<file path="config.mk">
export PLATFORM = sky130hd
export DESIGN_NAME = rtc_watchdog
export DESIGN_NICKNAME = d
export VERILOG_FILES = /design/src/rtl/rtc_wdt_pkg.sv /design/src/rtl/wdt_ctrl_reg.sv /design/src/rtl/wdt_countdown.sv /design/src/rtl/wdt_expiry_act.sv /design/src/rtl/rtc_watchdog.sv
export SDC_FILE = /design/constraint.sdc
export NUM_CORES = 1
export LEC_CHECK = 0
export ABC_AREA = 1
export BUFFER_PORTS_ARGS = -buffer_cell sky130_fd_sc_hd__buf_2
export CAP_MARGIN = 20
export CORE_MARGIN = 2
export CORE_UTILIZATION = 60
export CTS_CLUSTER_SIZE = 8
export DETAILED_ROUTE_END_ITERATION = 10
export PLACE_DENSITY = 0.95
export SYNTH_ARGS = -nofsm -noshare
export SYNTH_HDL_FRONTEND = slang
export SYNTH_SLANG_ARGS = --single-unit
</file>
<file path="constraint.sdc">
create_clock -name clk -period 2.2 [get_ports clk]
set_input_delay 0.33 -clock clk [delete_from_list [all_inputs] [get_ports clk]]
set_output_delay 0.33 -clock clk [all_outputs]
set_load 0.03 [all_outputs]
</file>
<file path="src/rtl/rtc_wdt_pkg.sv">
package rtc_wdt_pkg;
  localparam int unsigned REG_W  = 8;
  localparam int unsigned MULT_W = 5;
  localparam int unsigned RES_W  = 2;
  localparam int unsigned MAX_SHIFT = 2 * ((1 << RES_W) - 1);
  localparam int unsigned CNT_W  = MULT_W + MAX_SHIFT;
  localparam int unsigned STEER_BIT = REG_W - 1;

  typedef enum logic {STEER_IRQ = 1'b0, STEER_RST = 1'b1} steer_e;

  // Timeout in ticks = multiplier * 4**resolution
  function automatic logic [CNT_W-1:0] wdt_timeout(input logic [REG_W-1:0] v);
    logic [CNT_W-1:0] mult;
    mult = CNT_W'(v[RES_W +: MULT_W]);
    return mult << {v[RES_W-1:0], 1'b0};
  endfunction

  function automatic steer_e wdt_steer(input logic [REG_W-1:0] v);
    return steer_e'(v[STEER_BIT]);
  endfunction
endpackage

</file>
<file path="src/rtl/wdt_ctrl_reg.sv">
module wdt_ctrl_reg
  import rtc_wdt_pkg::*;
(
  input  logic             clk,
  input  logic             rst_n,
  input  logic             wr_en,
  input  logic [REG_W-1:0] wdata,
  input  logic             clear_req,
  output logic [REG_W-1:0] value_o
);
  always_ff @(posedge clk) begin
    if (!rst_n)         value_o <= '0;
    else if (wr_en)     value_o <= wdata;
    else if (clear_req) value_o <= '0;
  end
endmodule

</file>
<file path="src/rtl/wdt_countdown.sv">
module wdt_countdown
  import rtc_wdt_pkg::*;
(
  input  logic             clk,
  input  logic             rst_n,
  input  logic             tick,
  input  logic             restart,
  input  logic [CNT_W-1:0] load_val,
  input  logic             steer_rst,
  output logic             running_o,
  output logic             expire_o
);
  logic [CNT_W-1:0] cnt_q;
  logic             run_q;

  // The last tick expires the count unless an access restarts it in the same cycle
  assign expire_o  = run_q && tick && (cnt_q == CNT_W'(1)) && !restart;
  assign running_o = run_q;

  always_ff @(posedge clk) begin
    if (!rst_n) begin
      cnt_q <= '0;
      run_q <= 1'b0;
    end else if (restart) begin
      cnt_q <= load_val;
      run_q <= (load_val != '0);
    end else if (expire_o) begin
      if (steer_rst) begin
        cnt_q <= '0;
        run_q <= 1'b0;
      end else begin
        cnt_q <= load_val;
        run_q <= (load_val != '0);
      end
    end else if (run_q && tick) begin
      cnt_q <= cnt_q - CNT_W'(1);
    end
  end
endmodule

</file>
<file path="src/rtl/wdt_expiry_act.sv">
module wdt_expiry_act (
  input  logic clk,
  input  logic rst_n,
  input  logic restart,
  input  logic expire,
  input  logic steer_rst,
  output logic flag_o,
  output logic irq_o,
  output logic rst_req_o,
  output logic century_clr_o,
  output logic clear_reg_o
);
  assign clear_reg_o = expire && steer_rst;

  always_ff @(posedge clk) begin
    if (!rst_n) begin
      flag_o        <= 1'b0;
      irq_o         <= 1'b0;
      rst_req_o     <= 1'b0;
      century_clr_o <= 1'b0;
    end else begin
      if (restart)     flag_o <= 1'b0;
      else if (expire) flag_o <= 1'b1;
      irq_o         <= expire && !steer_rst;
      rst_req_o     <= expire && steer_rst;
      century_clr_o <= expire && steer_rst;
    end
  end
endmodule

</file>
<file path="src/rtl/rtc_watchdog.sv">
module rtc_watchdog
  import rtc_wdt_pkg::*;
(
  input  logic             clk,
  input  logic             rst_n,
  input  logic             tick_16hz,
  input  logic             wd_wr_en,
  input  logic             wd_rd_en,
  input  logic [REG_W-1:0] wd_wdata,
  output logic [REG_W-1:0] wd_rdata,
  output logic             wd_flag,
  output logic             wd_irq,
  output logic             wd_rst_req,
  output logic             century_clr
);
  logic [REG_W-1:0] value_w;
  logic [CNT_W-1:0] timeout_w;
  logic             restart_w;
  logic             expire_w;
  logic             running_w;
  logic             clear_reg_w;
  logic             steer_rst_w;

  assign restart_w   = wd_wr_en || wd_rd_en;
  assign timeout_w   = wd_wr_en ? wdt_timeout(wd_wdata) : wdt_timeout(value_w);
  assign steer_rst_w = (wdt_steer(value_w) == STEER_RST);
  assign wd_rdata    = value_w;

  wdt_ctrl_reg u_reg (
    .clk(clk), .rst_n(rst_n), .wr_en(wd_wr_en), .wdata(wd_wdata),
    .clear_req(clear_reg_w), .value_o(value_w)
  );

  wdt_countdown u_cnt (
    .clk(clk), .rst_n(rst_n), .tick(tick_16hz), .restart(restart_w),
    .load_val(timeout_w), .steer_rst(steer_rst_w),
    .running_o(running_w), .expire_o(expire_w)
  );

  wdt_expiry_act u_act (
    .clk(clk), .rst_n(rst_n), .restart(restart_w), .expire(expire_w),
    .steer_rst(steer_rst_w), .flag_o(wd_flag), .irq_o(wd_irq),
    .rst_req_o(wd_rst_req), .century_clr_o(century_clr),
    .clear_reg_o(clear_reg_w)
  );
endmodule

</file>
==> metrics, run 1 <==
HPWL after DPL=2850 µm; dpl cell area=1710 µm²; FMAX=649 MHz; FF+latch count, synth=23; WL/cell=11.3 µm; largest family of logic cells by synthesized area=simple AND/OR/NAND/NOR gates; fill count=227; net switching power=343 µW; mux share of post-synthesis cell area=0%; Slew Viols, Final=0; Area Growth Syn to Fin=7.92%; die width=55.8 µm; Hold Startpoint=wd_wdata[7]; Die ar.=3120 µm²; Hold Fails Final Rpt=0; First-pass DRT Iterations=4; pre-CTS setup slack=0.604 ns; Switching Share=36.1%; Post-synth EDFFs=0; # rows=18; IO Port Bufs=24; yosys warns=0; # Max-Cap Violations=0; setup repair bufs after CTS=0; Yosys top cell area share=28.6%; largest net degree at the start of global routing=15; synth cell count leaders=88 x nand2_1, 35 x nor2_1, 28 x inv_1; Netlist cell types=27; Sequential Power Share=49.4%; post-route minimum period=1.54 ns; vias in the first global route=1452; Clock Tree Buf Depth=2; CTS tree=built; Tcrit/Tclk final=70.0%; Starting Density=63.9%; r2r startpoint=u_cnt.cnt_q[1]; Power per Cell Area=546 nW/µm²; Worst Hold Class=in2reg; CTS Root Cell=clkbuf_4; Clock Latency Late Sink=0.33 ns; Fin Setup TNS=0 ns; Worst Tran Pin Value=0.412 ns; Post-Synth Simple-Gate Area=41.3%; CP Launch Type=register; skew final=0.00695 ns; Final nets=306; post-CTS sizing=0; total power draw=950 µW; Synth Area per Inst=5.97 µm²; clock slew at reported path FFs=0.14 ns; # IOs=25; crit end category=register; core area=2520 µm²; outcome=finished, final reports clean; Net Count, Synth=285; Antenna Nets Post-Route=0; overall routing resource usage=25.0%; xor/xnor share of the synthesized area=3.26%; layout cell share with drive strength beyond 1=14.5%; DR DRC count=0; first-pass GRT wire length=6330 µm; total congestion overflow=0; register area share after synthesis=28.6%; dominant cell by count in the synthesized netlist=nand2_1; clock power share=22.5%; # hold bufs at CTS=0; Synth Cell Area=1610 µm²; CP Data Arrival Time=1.78 ns; post-synthesis compound-gate area fraction=13.8%; worst IR drop on VDD=0.448 mV; Synth async-reset ratio=0%; clk sinks=23; CP required=2.43 ns; initial DRC count=105; via count=1710; ANT cells=0; Final WS setup=0.659 ns; Post-Synth Adder-Cell Area=1.55%; H-tree depth=1; kind of critical path=reg2reg; internal power=607 µW; post-route cell area=1740 µm²; CP peak stage delay=0.37 ns; Critical-path top delay cell=dfxtp_1; RSZ-0062 raised after global routing=no; Avg Vias per Cell=5.34; leak pwr=0.000880 µW; Final Setup Violations=0; Syn Inst Count=270; Die Y=55.8 µm; Slew HR=72.5%; RePlAce Congestion=1.05; final core occ=68.9%; post-synth top area cell=dfxtp_1; ranking of synthesized cells by area=dfxtp_1 29%, nand2_1 20%, nor2_1 8.2%, inv_1 6.5%, a21oi_1 5.9%; CTS Buf Count=3; Max Fanout on Critical Path=10; Main synth FF type=dfxtp_1; Comb pwr share=28.2%; CP Launch Point=u_cnt.cnt_q[1]; critical path cell sequence=inv_1 > ha_1 > nand3_1 > nor2_1 > nand2_1 > nand2_4 > nand2_2 > clkinv_4 > nand2_1 > nand2_1 > nor2_1 > nor2_1; initial antenna violation count=0; drt total wl=3630 µm
flip-flops by register name (all words and copies together), names as in the netlist:
| signal | flops |
|---|---|
| u_cnt.running_o | 1 |
| u_act.flag_o | 1 |
| u_reg.value_o | 8 |
| u_act.rst_req_o | 1 |
| u_act.irq_o | 1 |
| u_cnt.cnt_q | 11 |
through the flow:
| step | hold WS, ns | instances |
|---|---|---|
| finish | 0.254 | 320 |
| global route | 0.265 | 320 |
| CTS | 0.259 | 320 |
| detailed placement | 0.472 | 316 |
| global placement | 0.444 | 316 |
| floorplan | 0.446 | 270 |
layout make-up:
class                      count  area, µm²  area share (%)
clock buffer                   4       26.3            1.51
inverter                      33        129            7.41
multi-input combinational    206        966            55.5
tap                           30       37.5            2.16
sequential                    23        460            26.5
timing repair buffer          24        120            6.91
worst max-delay path, delay by kind of cell, from the launching register on:
family	cells	cell delay (ns)
adder cells (fa/ha/maj)	1	0.18
buffers and inverters	2	0.16
flip-flops	1	0.37
AND/OR/NAND/NOR	9	0.74
kinds of logic (layout without fill, tap and decap cells):
family / after synthesis / after routing
xor+xnor: 6 / 6
fa+ha+maj: 2 / 2
compound gates: 42 / 42
flops: 23 / 23
buf+inv: 41 / 61
simple gates: 156 / 156
path summary, 6_finish.rpt:
| kind | endpoint | slack, ns | cells past startpoint |
|---|---|---|---|
| max | u_cnt.cnt_q[10] | 0.66 | 12 |
| min | u_reg.value_o[7] | 0.25 | 3 |
| max reg2reg | u_cnt.cnt_q[10] | 0.66 | 12 |
| min reg2reg | u_act.flag_o | 0.50 | 2 |
power by group through the flow:
stage	sequential (µW)	combinational, µW	clock (µW)
finish	469	268	213
global placement	476	260	0
floorplan	484	199	0
CTS	468	265	212
detailed placement	477	264	0
global route	473	305	233
layout by cell type (no fill, tap or decap), types with 3 or more instances in the layout:
cell / instances
nand4_1: 3
nor2_4: 3
nand2_1: 88
a21oi_1: 19
buf_2: 24
nand2_2: 3
inv_1: 28
o21ai_0: 19
xor2_1: 4
nand3_1: 17
clkbuf_4: 3
dfxtp_1: 23
nor2_2: 3
nor2_1: 35
per-layer routing:
layer	GRT usage (%)	routed length (µm)
met1	35.6	1740
met2	37.9	1500
met3	3.49	323
met4	9.86	64
met5	0	0
Note: power is estimated with default switching activity, not from simulation.
==> run 2, diff against run 1 <==
--- a/config.mk
+++ b/config.mk
@@ -9,10 +9,10 @@
 export BUFFER_PORTS_ARGS = -buffer_cell sky130_fd_sc_hd__buf_2
 export CAP_MARGIN = 20
 export CORE_MARGIN = 2
-export CORE_UTILIZATION = 60
+export CORE_UTILIZATION = 56
 export CTS_CLUSTER_SIZE = 8
 export DETAILED_ROUTE_END_ITERATION = 10
-export PLACE_DENSITY = 0.95
+export PLACE_DENSITY = 0.91
 export SYNTH_ARGS = -nofsm -noshare
 export SYNTH_HDL_FRONTEND = slang
 export SYNTH_SLANG_ARGS = --single-unit
==> constraint.sdc (replaced) <==
create_clock -name clk -period 1.5 [get_ports clk]
set_input_delay 0.225 -clock clk [delete_from_list [all_inputs] [get_ports clk]]
set_output_delay 0.225 -clock clk [all_outputs]
set_load 0.03 [all_outputs]
==> run 2 against run 1 <==
Net effect: cell count up 2.8%; flip-flop and latch count stayed put; critical path type unchanged; largest power group unchanged; wire length up 8.5%; utilization fell by 2.3 points; largest cell class unchanged; die area is 6.6% higher; maximum frequency up 5.1%.
==> metrics, run 2 (synthesized netlist as in run 1, its figures left out) <==
CP Launch Type=register; First-pass DRT Iterations=4; # hold bufs at CTS=0; post-route minimum period=1.47 ns; Slew HR=78.0%; # IOs=25; internal power=915 µW; initial antenna violation count=0; Switching Share=36.2%; CP Data Arrival Time=1.71 ns; delay-heaviest family, CP=simple AND/OR/NAND/NOR gates; FMAX=682 MHz; first-pass GRT wire length=6800 µm; RePlAce Congestion=0.897; drt total wl=3940 µm; Hold Fails Final Rpt=0; Avg Vias per Cell=5.29; dpl cell area=1770 µm²; leading cell type in the layout, fill and taps excluded=nand2_1; # rows=19; crit end category=register; CTS tree=built; Starting Density=58.9%; DR DRC count=0; CP required=1.74 ns; initial DRC count=130; clk sinks=23; HPWL after DPL=3040 µm; critical path cell sequence=inv_1 > ha_1 > nand3_1 > nor2_2 > nand2_2 > nand2_4 > nand2_2 > clkinv_4 > nand2_1 > nand2_1 > nor2_1 > nor2_1; clock power share=21.4%; Worst Tran Pin Value=0.328 ns; pre-CTS setup slack=0.0225 ns; CTS Root Cell=clkbuf_4; H-tree depth=1; CTS Buf Count=3; ANT cells=0; via count=1740; die width=57.6 µm; leak pwr=0.000922 µW; overall routing resource usage=25.7%; Antenna Nets Post-Route=0; Clock Tree Buf Depth=2; Regs by FF count=u_cnt.cnt_q: 11 flops, u_reg.value_o: 8 flops; post-route cell area=1820 µm²; total congestion overflow=0; hold_ws=0.141 ns; worst IR drop on VDD=0.536 mV; Final WS setup=0.0337 ns; Critical-path top delay cell=dfxtp_2; Final Setup Violations=0; commonest cells after routing, fill and taps aside=87 x nand2_1, 33 x nor2_1, 28 x inv_1; Max Fanout on Critical Path=10; Slew Viols, Final=0; Area Growth Syn to Fin=13.1%; kind of critical path=reg2reg; Power per Cell Area=787 nW/µm²; layout cell share with drive strength beyond 1=19.8%; Fin Setup TNS=0 ns; flip-flop count of the largest register after layout=11; vias in the first global route=1611; Die Y=57.6 µm; IO Port Bufs=24; WL/cell=12.0 µm; Die ar.=3320 µm²; Clock Latency Late Sink=0.33 ns; crit path buf inv count=2; outcome=finished, final reports clean; Worst Hold Class=in2reg; Final nets=314; Tcrit/Tclk final=97.8%; clock slew at reported path FFs=0.13 ns; CP peak stage delay=0.36 ns; Sequential Power Share=48.0%; # Max-Cap Violations=0; skew final=0.00456 ns; core area=2730 µm²; largest net degree at the start of global routing=14; net switching power=520 µW; final core occ=66.7%; Comb pwr share=30.6%; Top reg by flops=u_cnt.cnt_q
[run 2: cell type report]
type / instances / area, µm²
clock buffer: 3 / 22.5
multi-input combinational: 206 / 977
fill: 253 / 911
sequential: 23 / 468
clock inverter: 1 / 5.00
timing repair buffer: 32 / 180
tap: 31 / 38.8
inverter: 33 / 131
[run 2: worst min-delay path, stage by stage]
cell,delay (ns)
buf_2,0.10
nand2_1,0.06
a21oi_1,0.06
[run 2: timing repair]
item	CTS	global route
buffers inserted	0	1
endpoints found under the setup margin	0	15
resized for setup	0	10
[run 2: power by group through the flow]
stage	combinational, µW	sequential, µW	clock [µW]
finish	438	688	307
global route	494	694	329
global placement	406	698	0
CTS	417	687	308
floorplan	291	710	0
detailed placement	415	700	0
[run 2: final timing paths]
kind	end	slack [ns]	cells past startpoint	startpoint
max	u_cnt.cnt_q[10]	0.03	12	u_cnt.cnt_q[1]
min	u_reg.value_o[7]	0.14	3	wd_wdata[7]
max reg2reg	u_cnt.cnt_q[10]	0.03	12	u_cnt.cnt_q[1]
min reg2reg	u_act.flag_o	0.49	2	u_act.flag_o
[run 2: routing by layer]
metal,vias to the layer above,global-route usage (%),share of wire [%]
li1,902,-,-
met1,765,33.8,46
met2,66,43.0,47
met3,7,3.13,5.9
met4,0,9.97,1.5
met5,-,0,0
[run 2: stage by stage]
| step | power (µW) | instances |
|---|---|---|
| global route | 1520 | 329 |
| detailed placement | 1110 | 324 |
| floorplan | 1000 | 270 |
| global placement | 1100 | 324 |
| CTS | 1410 | 328 |
| finish | 1430 | 329 |
